## src/rtl/usb_evt_pkg.sv

```systemverilog
package usb_evt_pkg;

  typedef enum logic [1:0] {
    BUS_IDLE = 2'd0,
    BUS_RD   = 2'd1,
    BUS_WR   = 2'd2
  } bus_op_e;

  // Status bit of an endpoint direction: OUT at 2n, IN at 2n+1.
  function automatic int ep_bit(input int ep, input logic is_in);
    return 2 * ep + (is_in ? 1 : 0);
  endfunction

endpackage

```

## src/rtl/usb_evt_setmap.sv

```systemverilog
module usb_evt_setmap #(
  parameter int NUM_EP = 15
) (
  input  logic [NUM_EP-1:0]   out_done_i,
  input  logic [NUM_EP-1:0]   in_done_i,
  input  logic [NUM_EP-1:0]   out_nak_i,
  input  logic [NUM_EP-1:0]   in_nak_i,
  input  logic                setup_ok_i,
  input  logic                en_ctl_out_i,
  input  logic                en_ctl_in_i,
  input  logic                en_ep_out_i,
  input  logic                en_ep_in_i,
  output logic [2*NUM_EP-1:0] set_o
);
  import usb_evt_pkg::*;

  for (genvar n = 0; n < NUM_EP; n++) begin : g_ep
    logic nak_ok_out;
    logic nak_ok_in;
    logic setup_hit;

    if (n == 0) begin : g_ctl
      assign nak_ok_out = en_ctl_out_i;
      assign nak_ok_in  = en_ctl_in_i;
      assign setup_hit  = setup_ok_i;
    end else begin : g_gen
      assign nak_ok_out = en_ep_out_i;
      assign nak_ok_in  = en_ep_in_i;
      assign setup_hit  = 1'b0;
    end

    assign set_o[ep_bit(n, 1'b0)] = out_done_i[n] | (out_nak_i[n] & nak_ok_out) | setup_hit;
    assign set_o[ep_bit(n, 1'b1)] = in_done_i[n]  | (in_nak_i[n]  & nak_ok_in);
  end

endmodule

```

## src/rtl/usb_evt_frame_tick.sv

```systemverilog
module usb_evt_frame_tick #(
  parameter int MS_CYCLES     = 48000,
  parameter int FRAME_SRC_EXT = 0
) (
  input  logic clk,
  input  logic rst,
  input  logic sof_i,
  input  logic vbus_ok_i,
  input  logic dev_conn_i,
  output logic frame_set_o
);
  localparam int CNT_W = (MS_CYCLES > 2) ? $clog2(MS_CYCLES) : 1;

  logic tick;

  if (FRAME_SRC_EXT != 0) begin : g_ext
    assign tick = sof_i;
  end else begin : g_cnt
    localparam logic [CNT_W-1:0] LAST = CNT_W'(MS_CYCLES - 1);
    logic [CNT_W-1:0] cnt_q;
    logic             unused_sof;

    assign unused_sof = sof_i;
    assign tick       = (cnt_q == LAST);

    always_ff @(posedge clk) begin
      if (rst || tick) begin
        cnt_q <= '0;
      end else begin
        cnt_q <= cnt_q + 1'b1;
      end
    end
  end

  assign frame_set_o = tick & vbus_ok_i & dev_conn_i;

endmodule

```

## src/rtl/usb_evt_devchg.sv

```systemverilog
module usb_evt_devchg #(
  parameter int DEV_CHG_W = 4
) (
  input  logic                 clk,
  input  logic                 rst,
  input  logic [DEV_CHG_W-1:0] chg_i,
  output logic                 rise_o
);
  logic [DEV_CHG_W-1:0] prev_q;

  always_ff @(posedge clk) begin
    if (rst) begin
      prev_q <= '0;
    end else begin
      prev_q <= chg_i;
    end
  end

  assign rise_o = |(chg_i & ~prev_q);

endmodule

```

## src/rtl/usb_evt_regif.sv

```systemverilog
module usb_evt_regif #(
  parameter int ADDR_W   = 8,
  parameter int DATA_W   = 32,
  parameter int REG_ADDR = 32
) (
  input  logic              clk,
  input  logic              rst,
  input  logic              sel_i,
  input  logic              wr_i,
  input  logic [ADDR_W-1:0] addr_i,
  input  logic [DATA_W-1:0] wdata_i,
  input  logic [DATA_W-1:0] status_i,
  output logic [DATA_W-1:0] clr_o,
  output logic [DATA_W-1:0] rdata_o
);
  import usb_evt_pkg::*;

  localparam logic [ADDR_W-1:0] HIT_ADDR = ADDR_W'(REG_ADDR);

  bus_op_e op;

  always_comb begin
    if (!sel_i || (addr_i != HIT_ADDR)) begin
      op = BUS_IDLE;
    end else if (wr_i) begin
      op = BUS_WR;
    end else begin
      op = BUS_RD;
    end
  end

  assign clr_o = (op == BUS_WR) ? wdata_i : '0;

  always_ff @(posedge clk) begin
    if (rst) begin
      rdata_o <= '0;
    end else begin
      rdata_o <= (op == BUS_RD) ? status_i : '0;
    end
  end

endmodule

```

## src/rtl/usb_evt_status.sv

```systemverilog
module usb_evt_status #(
  parameter int NUM_EP        = 15,
  parameter int DEV_CHG_W     = 4,
  parameter int ADDR_W        = 8,
  parameter int REG_ADDR      = 32,
  parameter int MS_CYCLES     = 48000,
  parameter int FRAME_SRC_EXT = 0,
  localparam int STAT_W       = 2 * NUM_EP + 2
) (
  input  logic                 clk,
  input  logic                 rst,
  input  logic [NUM_EP-1:0]    ep_out_done_i,
  input  logic [NUM_EP-1:0]    ep_in_done_i,
  input  logic                 setup_ok_i,
  input  logic [NUM_EP-1:0]    ep_out_nak_i,
  input  logic [NUM_EP-1:0]    ep_in_nak_i,
  input  logic                 nak_en_ctl_out_i,
  input  logic                 nak_en_ctl_in_i,
  input  logic                 nak_en_ep_out_i,
  input  logic                 nak_en_ep_in_i,
  input  logic                 vbus_ok_i,
  input  logic                 dev_conn_i,
  input  logic                 sof_i,
  input  logic [DEV_CHG_W-1:0] dev_chg_i,
  input  logic                 bus_sel_i,
  input  logic                 bus_wr_i,
  input  logic [ADDR_W-1:0]    bus_addr_i,
  input  logic [STAT_W-1:0]    bus_wdata_i,
  output logic [STAT_W-1:0]    bus_rdata_o,
  input  logic [STAT_W-1:0]    irq_mask_i,
  output logic [STAT_W-1:0]    status_o,
  output logic                 irq_o
);
  logic [2*NUM_EP-1:0] ep_set;
  logic                frame_set;
  logic                dev_set;
  logic [STAT_W-1:0]   set_vec;
  logic [STAT_W-1:0]   clr_mask;
  logic [STAT_W-1:0]   status_q;
  logic                irq_q;

  usb_evt_setmap #(.NUM_EP(NUM_EP)) u_setmap (
    .out_done_i   (ep_out_done_i),
    .in_done_i    (ep_in_done_i),
    .out_nak_i    (ep_out_nak_i),
    .in_nak_i     (ep_in_nak_i),
    .setup_ok_i   (setup_ok_i),
    .en_ctl_out_i (nak_en_ctl_out_i),
    .en_ctl_in_i  (nak_en_ctl_in_i),
    .en_ep_out_i  (nak_en_ep_out_i),
    .en_ep_in_i   (nak_en_ep_in_i),
    .set_o        (ep_set)
  );

  usb_evt_frame_tick #(
    .MS_CYCLES     (MS_CYCLES),
    .FRAME_SRC_EXT (FRAME_SRC_EXT)
  ) u_frame (
    .clk         (clk),
    .rst         (rst),
    .sof_i       (sof_i),
    .vbus_ok_i   (vbus_ok_i),
    .dev_conn_i  (dev_conn_i),
    .frame_set_o (frame_set)
  );

  usb_evt_devchg #(.DEV_CHG_W(DEV_CHG_W)) u_devchg (
    .clk    (clk),
    .rst    (rst),
    .chg_i  (dev_chg_i),
    .rise_o (dev_set)
  );

  usb_evt_regif #(
    .ADDR_W   (ADDR_W),
    .DATA_W   (STAT_W),
    .REG_ADDR (REG_ADDR)
  ) u_regif (
    .clk      (clk),
    .rst      (rst),
    .sel_i    (bus_sel_i),
    .wr_i     (bus_wr_i),
    .addr_i   (bus_addr_i),
    .wdata_i  (bus_wdata_i),
    .status_i (status_q),
    .clr_o    (clr_mask),
    .rdata_o  (bus_rdata_o)
  );

  assign set_vec = {dev_set, frame_set, ep_set};

  // A set in the same cycle as a clear keeps the bit.
  always_ff @(posedge clk) begin
    if (rst) begin
      status_q <= '0;
      irq_q    <= 1'b0;
    end else begin
      status_q <= (status_q & ~clr_mask) | set_vec;
      irq_q    <= |(status_q & irq_mask_i);
    end
  end

  assign status_o = status_q;
  assign irq_o    = irq_q;

endmodule

```

## config.mk

```make
export PLATFORM = sky130hd
export DESIGN_NAME = usb_evt_status
export DESIGN_NICKNAME = d
export VERILOG_FILES = /design/src/rtl/usb_evt_pkg.sv /design/src/rtl/usb_evt_setmap.sv /design/src/rtl/usb_evt_frame_tick.sv /design/src/rtl/usb_evt_devchg.sv /design/src/rtl/usb_evt_regif.sv /design/src/rtl/usb_evt_status.sv
export SDC_FILE = /design/constraint.sdc
export NUM_CORES = 1
export LEC_CHECK = 0
export ABC_AREA = 1
export BUFFER_PORTS_ARGS = -buffer_cell sky130_fd_sc_hd__buf_2
export CORE_MARGIN = 10
export CORE_UTILIZATION = 42
export CTS_CLUSTER_DIAMETER = 30
export DETAILED_ROUTE_END_ITERATION = 12
export PLACE_DENSITY = 0.81
export SYNTH_ARGS = -nofsm -noshare
export SYNTH_HDL_FRONTEND = slang
export SYNTH_SLANG_ARGS = --single-unit
```

## constraint.sdc

```tcl
create_clock -name clk -period 1.8 [get_ports clk]
set_input_delay 0.18 -clock clk [delete_from_list [all_inputs] [get_ports clk]]
set_output_delay 0.18 -clock clk [all_outputs]
set_load 0.01 [all_outputs]
```

==> results of run 1 <==
[layout make-up]
cell class	count	area, um2
Clock inverter	7	57.6
Fill cell	754	3070
Sequential cell	85	1700
Timing Repair Buffer	217	1100
Tap cell	102	128
Clock buffer	9	124
Multi-Input combinational cell	305	1390
Inverter	53	199
[placed cells by master (no fill, tap or decap), drive strengths merged]
cell,n
nand2,98
clkbuf,9
o21ai,2
ha,1
nand3,44
inv,56
o21bai,1
a211o,1
nor2,72
clkinv,2
nand4,1
nor3,4
buf,217
a21oi,69
o22ai,2
xor2,7
clkinvlp,2
dfxtp,85
nand3b,1
xnor2,2
[metal layers]
metal / up-vias / wire length, um / GRT usage [%]
met3: 19 / 1330 / 6.79
li1: 1874 / - / -
met2: 156 / 5800 / 33.1
met5: - / 0 / 0
met1: 1638 / 4190 / 18.6
met4: 0 / 244 / 7.99
[report_power, final]
part / internal [W] / total, W / switching (W)
logic: 0.000224 / 0.000455 / 0.000231
clock network: 0.000520 / 0.00124 / 0.000718
registers: 0.00194 / 0.00201 / 0.0000608
total: 0.00269 / 0.00370 / 0.00101
[flip-flops by register name (all words and copies together) (netlist names)]
signal and count:
status_o 32, u_regif.rdata_o 32, u_frame.g_cnt.cnt_q 16, u_devchg.prev_q 4
irq_o 1
[metrics by stage]
stage               setup WS (ps)  instance area, um2
detailed placement            291                4520
finish                        289                4700
floorplan                     470                3370
global route                  125                4700
global placement              334                4520
CTS                           279                4700
[tightest hold or removal path, stage by stage]
cell and delay, ps:
buf_2 70, inv_1 40, nor2_1 70
[worst max path at each step]
stage | start | to | slack (ps) | cells past startpoint
2_1_floorplan | u_frame.g_cnt.cnt_q[0] | u_frame.g_cnt.cnt_q[9] | 470 | 9
3_3_place_gp | u_frame.g_cnt.cnt_q[0] | u_frame.g_cnt.cnt_q[7] | 330 | 8
3_5_place_dp | u_frame.g_cnt.cnt_q[0] | u_frame.g_cnt.cnt_q[9] | 290 | 8
4_1_cts | u_frame.g_cnt.cnt_q[0] | u_frame.g_cnt.cnt_q[3] | 280 | 8
5_1_grt | u_frame.g_cnt.cnt_q[0] | u_frame.g_cnt.cnt_q[11] | 120 | 8
6_report | u_frame.g_cnt.cnt_q[0] | u_frame.g_cnt.cnt_q[3] | 290 | 8
[synthesized netlist by cell type, drive strengths merged]
master,count,share of area [%]
buf,10,1.6
xor2,7,1.8
nand2,98,11
a211o,1,0.26
o21ai,2,0.30
xnor2,2,0.52
nor3,4,0.59
o21bai,1,0.22
ha,1,0.37
clkbuf,7,0.78
o22ai,2,0.37
nand3b,1,0.22
nor2,72,8.5
nand3,44,6.7
inv,53,5.9
dfxtp,85,50
nand4,1,0.19
a21oi,69,10
[kinds of logic (layout without fill, tap and decap cells)]
group	after synthesis	after routing	share of synthesized area [%]
xor gates and xnor gates	9	9	2.34
buffers and inverters	70	286	8.28
and+or+nand+nor	220	220	27.1
DFF	85	85	50.5
AOI/OAI and AO/OA	75	75	11.4
adders and majority gates	1	1	0.371
==> results.md, run 1 <==
* R2R depth at 8
* Post-CTS Setup Bufs at 0
* Worst-skew pair later-pin latency at 350 ps
* Clock Path Buffers at 2
* Ant. Diodes at 0
* Element type at the critical path end: flip-flop
* Worst setup SP type: flip-flop
* RD Place Congestion at 0.911
* Min Tclk post-route at 1510 ps
* Layout cell share with drive strength beyond 1 at between 30% and 40%
* Pwr Total at roughly 0.0037 W
* Via density at 4.74
* TritonCTS Buffers at 9
* Netlist Area Pre-Place at between 3000 and 4000 um2
* Reg-to-reg endpoint: u_frame.g_cnt.cnt_q[3]
* Syn avg cell area at ~7.3 um2
* Hold Slack at 41.9 ps
* Outcome: finished clean
* Rel. slew slack at between 70% and 80%
* TritonCTS clock tree: done
* Post-Syn Instances at 460
* PortBufs at 211
* Netlist cell types at 25
* Antenna violations before repair at 0
* First-pass GRT wire length at ~17 mm
* Final Skew at 13.8 ps
* Pwr dens at 787 nW/um2
* Final-report hold violation count at 0
* Core area at 7770 um2
* Synth Warn # at 0
* H-Tree Depth at 3
* Die height at 110 um
* Post_cts resized at 0
* Seq/Total Area, Yosys at 50.5%
* Tightest Pin Transition at 408 ps
* Die width at ~110 um
* Maximum VDD drop at ~0.42 mV
* F_max at 662 MHz
* WL/cell at 14.9 um
* # setup viols final at 0
* Layout Utilization at between 60 and 70%
* CP most frequent cell: nor2_2
* DR iter-0 viols at between 150 and 200
* Crit Path Max Fanout at 13
* Placed Cells at roughly 760
* First-pass DRT Iterations at 4
* WS Path Type: flip-flop to flip-flop
* WP data required at 2030 ps
* DRC errors left at 0
* Root Buffer: clkbuf_8
* Leakage at 2.43 nW
* Top delay family on crit path: simple AND/OR/NAND/NOR gates
* Hold_sp: dev_chg_i[1]
* Slowest CP cell: dfxtp_1
* Max capacitance violation total at 0
* Vias at 3,687
* Synth Register Bits at 85
* Clk sinks at 85
* R2R Path Start: u_frame.g_cnt.cnt_q[0]
* Gr ovfl total at 0
* # hold bufs at CTS at 0
* Largest net degree at the start of global routing at 33
* Vias in the first global route at 3,764
* Initial core utilization at 43.4%
* Worst Hold Class: input port to flip-flop
* Synthesized Nets at 609
* Final Cycle Share at 83.9%
* Cell Chain, Critical Path: ha_1 -> inv_1 -> nor2_4 -> nand2_1 -> nor2_2 -> nor2_2 -> inv_2 -> nor2_1
* RSZ-0062 raised after global routing: false
* Worst hold path depth at 3
* Row count at 32
* Setup TNS at 0 ps
* Post-DP HPWL at 9.31 mm
* Worst Path Buf+Inv at 2
* Hold endpoint: u_devchg.prev_q[1]
* Tot GR Track Use at 18.4%
* Max-slew violations at 0
* Final cell count without fillers at 778
* Routed wire length at 11.6 mm
* Area added between synthesis and finish at 39.5%
* Crit path DAT at 1740 ps
* Critical path's largest stage delay at 380 ps
* Routed Antenna Nets at 0
* I/O pins at 213
* Nets@finish at 820
* Total Die Area at 12,000 um2
* Clock-pin slew on the worst setup and hold paths at 90 ps
* R2R setup slack at ~290 ps
Power figures use the tool's default switching activity.
==> run 2, diff against run 1 <==
--- a/config.mk
+++ b/config.mk
@@ -5,7 +5,7 @@
 export SDC_FILE = /design/constraint.sdc
 export NUM_CORES = 1
 export LEC_CHECK = 0
-export ABC_AREA = 1
+export ABC_AREA = 0
 export BUFFER_PORTS_ARGS = -buffer_cell sky130_fd_sc_hd__buf_2
 export CORE_MARGIN = 10
 export CORE_UTILIZATION = 42
==> constraint.sdc (replaced) <==
create_clock -name clk -period 1.4 [get_ports clk]
set_input_delay 0.14 -clock clk [delete_from_list [all_inputs] [get_ports clk]]
set_output_delay 0.14 -clock clk [all_outputs]
set_load 0.01 [all_outputs]
==> run 2 against run 1 <==
  * Synthesized cell count down 22%
  * Count of clock-buffer cells in the layout up 1
  * Cell area up 6.4%
  * Critical path type unchanged
  * Critical endpoint is now u_frame.g_cnt.cnt_q[14]
  * Register-to-register slack worse by 250 ps
  * Total power up 43%
  * Sequential share of layout area down 2.0 points
  * Hold slack worse by 26 ps
  * Wire length up 7.5%
  * Synthesized area down 0.89%
  * Clock power up 67%
  * Sequential power up 28%
  * Highest routed layer unchanged
  * Combinational power up 41%
==> results.md, run 2 <==
* Tot GR Track Use at 18.9% (+0.51 points)
* Slowest CP cell: dfxtp_2
* Via density at 4.97 (+4.8%)
* R2R depth at 6 (-2)
* Clock Path Buffers at 2 (unchanged)
* # hold bufs at CTS at 0 (unchanged)
* H-Tree Depth at 3 (unchanged)
* WP data required at 1640 ps (-390 ps)
* Post-DP HPWL at 9.79 mm (+5.2%)
* Reg-to-reg endpoint: u_frame.g_cnt.cnt_q[14]
* WL/cell at 17.7 um (+19%)
* Total Die Area at 11,900 um2 (-0.73%)
* Largest net degree at the start of global routing at 42 (+27%)
* Maximum VDD drop at 0.517 mV (+22%)
* Initial core utilization at 43.2% (-0.16 points)
* Rel. slew slack at 69.0% (-3.6 points)
* Worst hold path depth at 2 (-1)
* Hold endpoint: u_devchg.prev_q[2]
* RD Place Congestion at 0.940 (+3.2%)
* Synth Register Bits at 85 (unchanged)
* Routed wire length at 12.4 mm (+7.5%)
* Antenna violations before repair at 0 (unchanged)
* Area added between synthesis and finish at 49.8%
* RSZ-0062 raised after global routing: true
* Worst setup SP type: flip-flop
* Fin worst setup slack at 37.6 ps (-251 ps)
* Ant. Diodes at 0 (unchanged)
* I/O pins at 213 (unchanged)
* Die width at 109 um (-0.37%)
* Syn avg cell area at 9.31 um2 (+27%)
* Crit Path Max Fanout at 7 (-6)
* R2R setup slack at 40 ps (-250 ps)
* Synthesized Nets at 508 (-17%)
* TritonCTS clock tree: done
* Setup TNS at 0 ps (unchanged)
* WS Path Type: flip-flop to flip-flop
* Most common cell after layout, fill and taps aside: buf_2
* Die height at 109 um (-0.37%)
* F_max at 734 MHz (+11%)
* # setup viols final at 0 (unchanged)
* Post-synth EDFFs at 0 (unchanged)
* Element type at the critical path end: flip-flop
* R2R Path Start: u_frame.g_cnt.cnt_q[1]
* Tightest Pin Transition at 465 ps (+56.9 ps)
* Crit path DAT at 1600 ps (-140 ps)
* Leakage at 2.47 nW (+1.6%)
* Ys async rst share at 0% (unchanged)
* Cell Chain, Critical Path: ha_4 -> nand4_1 -> nor2_2 -> a21o_1 -> buf_6 -> nor2_1
* Final Skew at 10.7 ps (-3.05 ps)
* Row count at 32 (unchanged)
* Worst Hold Class: input port to flip-flop
* Vias at 3,478 (-5.7%)
* DP Worst Slack at -214 ps (-505 ps)
* Share of the synthesized area in the top cell type at 50.9% (+0.45 points)
* Commonest non-fill, non-tap cells in the layout: buf_2, dfxtp_1, a21oi_1
* Worst Path Buf+Inv at 1 (-1)
* Clock-pin slew on the worst setup and hold paths at 80 ps (about the same)
* Main flop type after synthesis: dfxtp_1
* Core area at 7730 um2 (-0.52%)
* First-pass DRT Iterations at 4 (unchanged)
* PortBufs at 211 (unchanged)
* Critical path's largest stage delay at 360 ps (-20 ps)
* Root Buffer: clkbuf_8
* Max-slew violations at 0 (unchanged)
* Vias in the first global route at 3,611 (-4.1%)
* First-pass GRT wire length at 17.9 mm (+2.7%)
* Synth area leader: dfxtp_1
* TritonCTS Buffers at 9 (unchanged)
* Worst-skew pair later-pin latency at 350 ps (about the same)
* Clk sinks at 85 (unchanged)
* Pwr Total at 0.00530 W (+43%)
* Pwr dens at 1060 nW/um2 (+35%)
* Synth top cells by count: dfxtp_1, a21oi_1, inv_1
* Outcome: finished clean
* Layout Utilization at 64.8% (+4.2 points)
* Min Tclk post-route at 1360 ps (-149 ps)
* Max capacitance violation total at 0 (unchanged)
* Gr ovfl total at 0 (unchanged)
* Synth Warn # at 0 (unchanged)
* Final Cycle Share at 97.3% (+13 points)
* Worst setup startpoint: u_frame.g_cnt.cnt_q[1]
* DR iter-0 viols at 145 (-15%)
* DRC errors left at 0 (unchanged)
* Final-report hold violation count at 0 (unchanged)
* Most numerous cell in the Yosys netlist: dfxtp_1
* Seq/Total Area, Yosys at 50.9% (+0.45 points)
* Nets@finish at 742 (-9.5%)
* Netlist Area Pre-Place at 3340 um2 (-0.89%)
* Synth top area cells: dfxtp_1, a21oi_1, o21ai_2
* Hold_sp: dev_chg_i[2]
* Netlist cell types at 32 (+28%)
* Post-Syn Instances at 359 (-22%)
* Top delay family on crit path: simple AND/OR/NAND/NOR gates
* Layout cell share with drive strength beyond 1 at 50.3% (+15 points)
* Routed Antenna Nets at 0 (unchanged)
[run 2: timing repair]
| action | in CTS | in global routing |
|---|---|---|
| setup buffers | 1 | 3 |
| cloned | 0 | 0 |
| pin swaps | 1 | 9 |
| resized for setup | 2 | 15 |
| setup endpoints to repair | 1 | 16 |
[run 2: layout make-up]
type | instances | area (um2)
fillers | 670 | 2720
repair buffers | 237 | 1300
flip-flops and latches | 85 | 1710
inverters | 36 | 135
clock buffers | 10 | 128
clock inverters | 6 | 111
well taps | 102 | 128
multi-input cells | 224 | 1500
[run 2: kinds of logic after synthesis]
kind of cell / after synthesis / share of synthesized area (%)
adder cells (fa/ha/maj): 1 / 0.374
XOR/XNOR: 13 / 3.41
buffers and inverters: 50 / 6.33
flip-flops: 85 / 50.9
AO/OA/AOI/OAI: 116 / 22.4
AND/OR/NAND/NOR: 94 / 16.6
[run 2: per-layer routing]
metal  vias up  GRT usage (%)  share of wire, %
met5         -              0                 0
met4         0           5.95               1.7
met3        22           5.96                10
met2       168           35.5                52
met1      1587           19.4                35
li1       1701              -                 -
[run 2: where the power goes]
| group | internal [W] | total (W) | switching [W] |
|---|---|---|---|
| clock network | 0.00119 | 0.00207 | 0.000887 |
| registers | 0.00250 | 0.00258 | 0.0000842 |
| logic | 0.000334 | 0.000642 | 0.000307 |
[run 2: worst max path at each step]
stage | to | depth (start not counted)
after detailed placement | status_o[21] | 6
after CTS | u_frame.g_cnt.cnt_q[4] | 6
after global placement | status_o[24] | 6
after floorplan | status_o[10] | 5
after global routing | u_frame.g_cnt.cnt_q[14] | 6
final | u_frame.g_cnt.cnt_q[14] | 6
[run 2: worst reg2reg max path, delay by kind of cell, from the launching register on]
family,cells,cell delay [ps]
compound gates,1,180
fa+ha+maj,1,130
buf+inv,1,140
flops,1,360
simple gates,3,440
[run 2: metrics by stage]
step	hold WS [ps]	cell area, um2	instances
2_1_floorplan	268	3360	359
4_1_cts	3.71	4920	697
3_3_place_gp	364	4660	680
3_5_place_dp	371	4660	680
5_1_grt	10.3	5000	700
6_report	16.3	5000	700
==> run 3, diff against run 2 <==
--- a/config.mk
+++ b/config.mk
@@ -11,6 +11,7 @@
 export CORE_UTILIZATION = 42
 export CTS_CLUSTER_DIAMETER = 30
 export DETAILED_ROUTE_END_ITERATION = 12
+export MAX_ROUTING_LAYER = met4
 export PLACE_DENSITY = 0.81
 export SYNTH_ARGS = -nofsm -noshare
 export SYNTH_HDL_FRONTEND = slang
==> run 3 against run 2 <==
  * Cell area did not move
  * Register-to-register slack barely moved
  * Via count rose by 0.23%
  * Maximum frequency fell by 0.18%
  * Combinational power barely moved
  * Utilization did not move
  * Setup slack got worse by 2.4 ps
  * Global-route usage rose by 0.64 points
  * Sequential power barely moved
  * Sequential share of layout area did not move
  * Critical path depth fell by 1
  * Critical endpoint unchanged
  * Largest power group unchanged
==> results.md, run 3 (synthesis gave the netlist of run 2 again) <==
* Final Skew at 11.0 ps (+0.308 ps)
* Nets@finish at 742 (unchanged)
* Post-DP HPWL at 9.79 mm (unchanged)
* I/O pins at 213 (unchanged)
* Total Die Area at 11,900 um2 (unchanged)
* Min Tclk post-route at 1360 ps (+2.41 ps)
* Antenna violations before repair at 0 (unchanged)
* Final-report hold violation count at 0 (unchanged)
* Max-slew violations at 0 (unchanged)
* Tightest Pin Transition at 463 ps (-1.64 ps)
* Switching power summed over all nets at 0.00128 W (+0.33%)
* Pwr Total at 0.00530 W (about the same)
* Via density at 4.98 (+0.23%)
* Outcome: finished clean
* Maximum VDD drop at 0.517 mV (-0.14%)
* TritonCTS clock tree: done
* H-Tree Depth at 3 (unchanged)
* Area added between synthesis and finish at 49.8% (unchanged)
* Reg area at 1710 um2 (unchanged)
* Routed Antenna Nets at 0 (unchanged)
* First-pass DRT Iterations at 5 (+1)
* Critical path's largest stage delay at 410 ps (+50 ps)
* PortBufs at 211 (unchanged)
* TritonCTS Buffers at 9 (unchanged)
* Critical Path Stages at 5 (-1)
* Largest net degree at the start of global routing at 42 (unchanged)
* Multi-input logic area at 1500 um2 (unchanged)
* RSZ-0062 raised after global routing: true
* WL/cell at 17.7 um (-0.19%)
* Fillers at 670 (unchanged)
* Worst Path Buf+Inv at 1 (unchanged)
* Clk pwr share at 39.2% (about the same)
* Core area at 7730 um2 (unchanged)
* WS Path Type: flip-flop to flip-flop
* Crit path DAT at 1610 ps (about the same)
* Die width at 109 um (unchanged)
* Most common cell after layout, fill and taps aside: buf_2
* Rel. slew slack at 69.1% (+0.11 points)
* RD Place Congestion at 0.957 (+1.8%)
* Internal at 0.00402 W (about the same)
* Die height at 109 um (unchanged)
* Leakage at 2.47 nW (unchanged)
* Max capacitance violation total at 0 (unchanged)
* Fin worst setup slack at 35.2 ps (-2.41 ps)
* Finished Cell Area at 5000 um2 (unchanged)
* Vias in the first global route at 3,609 (-0.055%)
* Sequential Power Share at 48.7% (about the same)
* Crit Path Max Fanout at 7 (unchanged)
* Worst setup SP type: flip-flop
* Routed wire length at 12.4 mm (-0.19%)
* Vias at 3,486 (+0.23%)
* Slowest CP cell: dfxtp_2
* Hold Slack at 12.0 ps (-4.30 ps)
* Element type at the critical path end: flip-flop
* DRC errors left at 0 (unchanged)
* Top delay family on crit path: simple AND/OR/NAND/NOR gates
* Final Cycle Share at 97.5% (+0.17 points)
* F_max at 733 MHz (-0.18%)
* Clk sinks at 85 (unchanged)
* Worst Hold Class: input port to flip-flop
* DP Worst Slack at -214 ps (unchanged)
* WP data required at 1640 ps (about the same)
* Tot GR Track Use at 19.5% (+0.64 points)
* # setup viols final at 0 (unchanged)
* Gr ovfl total at 0 (unchanged)
* Worst hold path depth at 2 (unchanged)
* Comb pwr share at 12.1% (about the same)
* Layout cell share with drive strength beyond 1 at 50.3% (unchanged)
* Net Sw Frac at 24.2% (+0.061 points)
* Commonest non-fill, non-tap cells in the layout: buf_2, dfxtp_1, a21oi_1
* Root Buffer: clkbuf_8
* Placed cell area at 4660 um2 (unchanged)
* Setup TNS at 0 ps (unchanged)
* R2R depth at 5 (-1)
* Worst-skew pair later-pin latency at 350 ps (about the same)
* Clock-pin slew on the worst setup and hold paths at 80 ps (about the same)
* Row count at 32 (unchanged)
* First-pass GRT wire length at 17.9 mm (about the same)
* Initial core utilization at 43.2% (unchanged)
* Pwr dens at 1060 nW/um2 (about the same)
* Ant. Diodes at 0 (unchanged)
* DR iter-0 viols at 146 (+0.69%)
* Clock Path Buffers at 2 (unchanged)
* Cell Chain, Critical Path: nand3b_1 -> nor4_4 -> a21o_1 -> buf_6 -> nor2_1
==> run 3: cell counts in the layout (fill, tap and decap cells not counted) <==
Identical to the previous run, type by type.
==> run 3: per-layer routing <==
layer  up-vias  track usage [%]  part of all wire, %
li1       1700                -                    -
met1      1596             19.7                   36
met2       165             35.5                   52
met3        25             5.72                  9.7
met4         0             5.95                  1.8
met5         -                -                    0
==> run 3: layout make-up <==
| type | count | area share (%) |
|---|---|---|
| Clock buffer | 10 | 2.55 |
| Clock inverter | 6 | 2.23 |
| Inverter | 36 | 2.70 |
| Multi-Input combinational cell | 224 | 29.9 |
| Sequential cell | 85 | 34.2 |
| Tap cell | 102 | 2.55 |
| Timing Repair Buffer | 237 | 25.9 |
==> run 3: through the flow <==
step	utilization [%]	cells
CTS	63.6	697
global placement	60.4	680
global route	64.8	700
floorplan	-	359
finish	64.8	700
detailed placement	60.4	680
==> run 3: power groups by stage <==
stage | clock, W | sequential, W | combinational [W]
2_1_floorplan | 0 | 0.00266 | 0.000215
3_3_place_gp | 0 | 0.00263 | 0.000620
3_5_place_dp | 0 | 0.00264 | 0.000640
4_1_cts | 0.00210 | 0.00258 | 0.000643
5_1_grt | 0.00219 | 0.00260 | 0.000704
6_report | 0.00208 | 0.00258 | 0.000641
==> run 3: repair_timing <==
action                                  CTS  global route
resized for setup                         2            15
hold buffers                              0             0
endpoints found under the setup margin    1            16
setup buffers                             1             3
pin swaps                                 1             9
endpoints found under the hold margin     0             0
==> run 3: final timing paths <==
kind / from / to / slack, ps
hold / removal: dev_chg_i[2] / u_devchg.prev_q[2] / 10
hold reg to reg: u_frame.g_cnt.cnt_q[0] / u_frame.g_cnt.cnt_q[0] / 440
setup / recovery: u_frame.g_cnt.cnt_q[8] / u_frame.g_cnt.cnt_q[14] / 40
setup reg to reg: u_frame.g_cnt.cnt_q[8] / u_frame.g_cnt.cnt_q[14] / 40
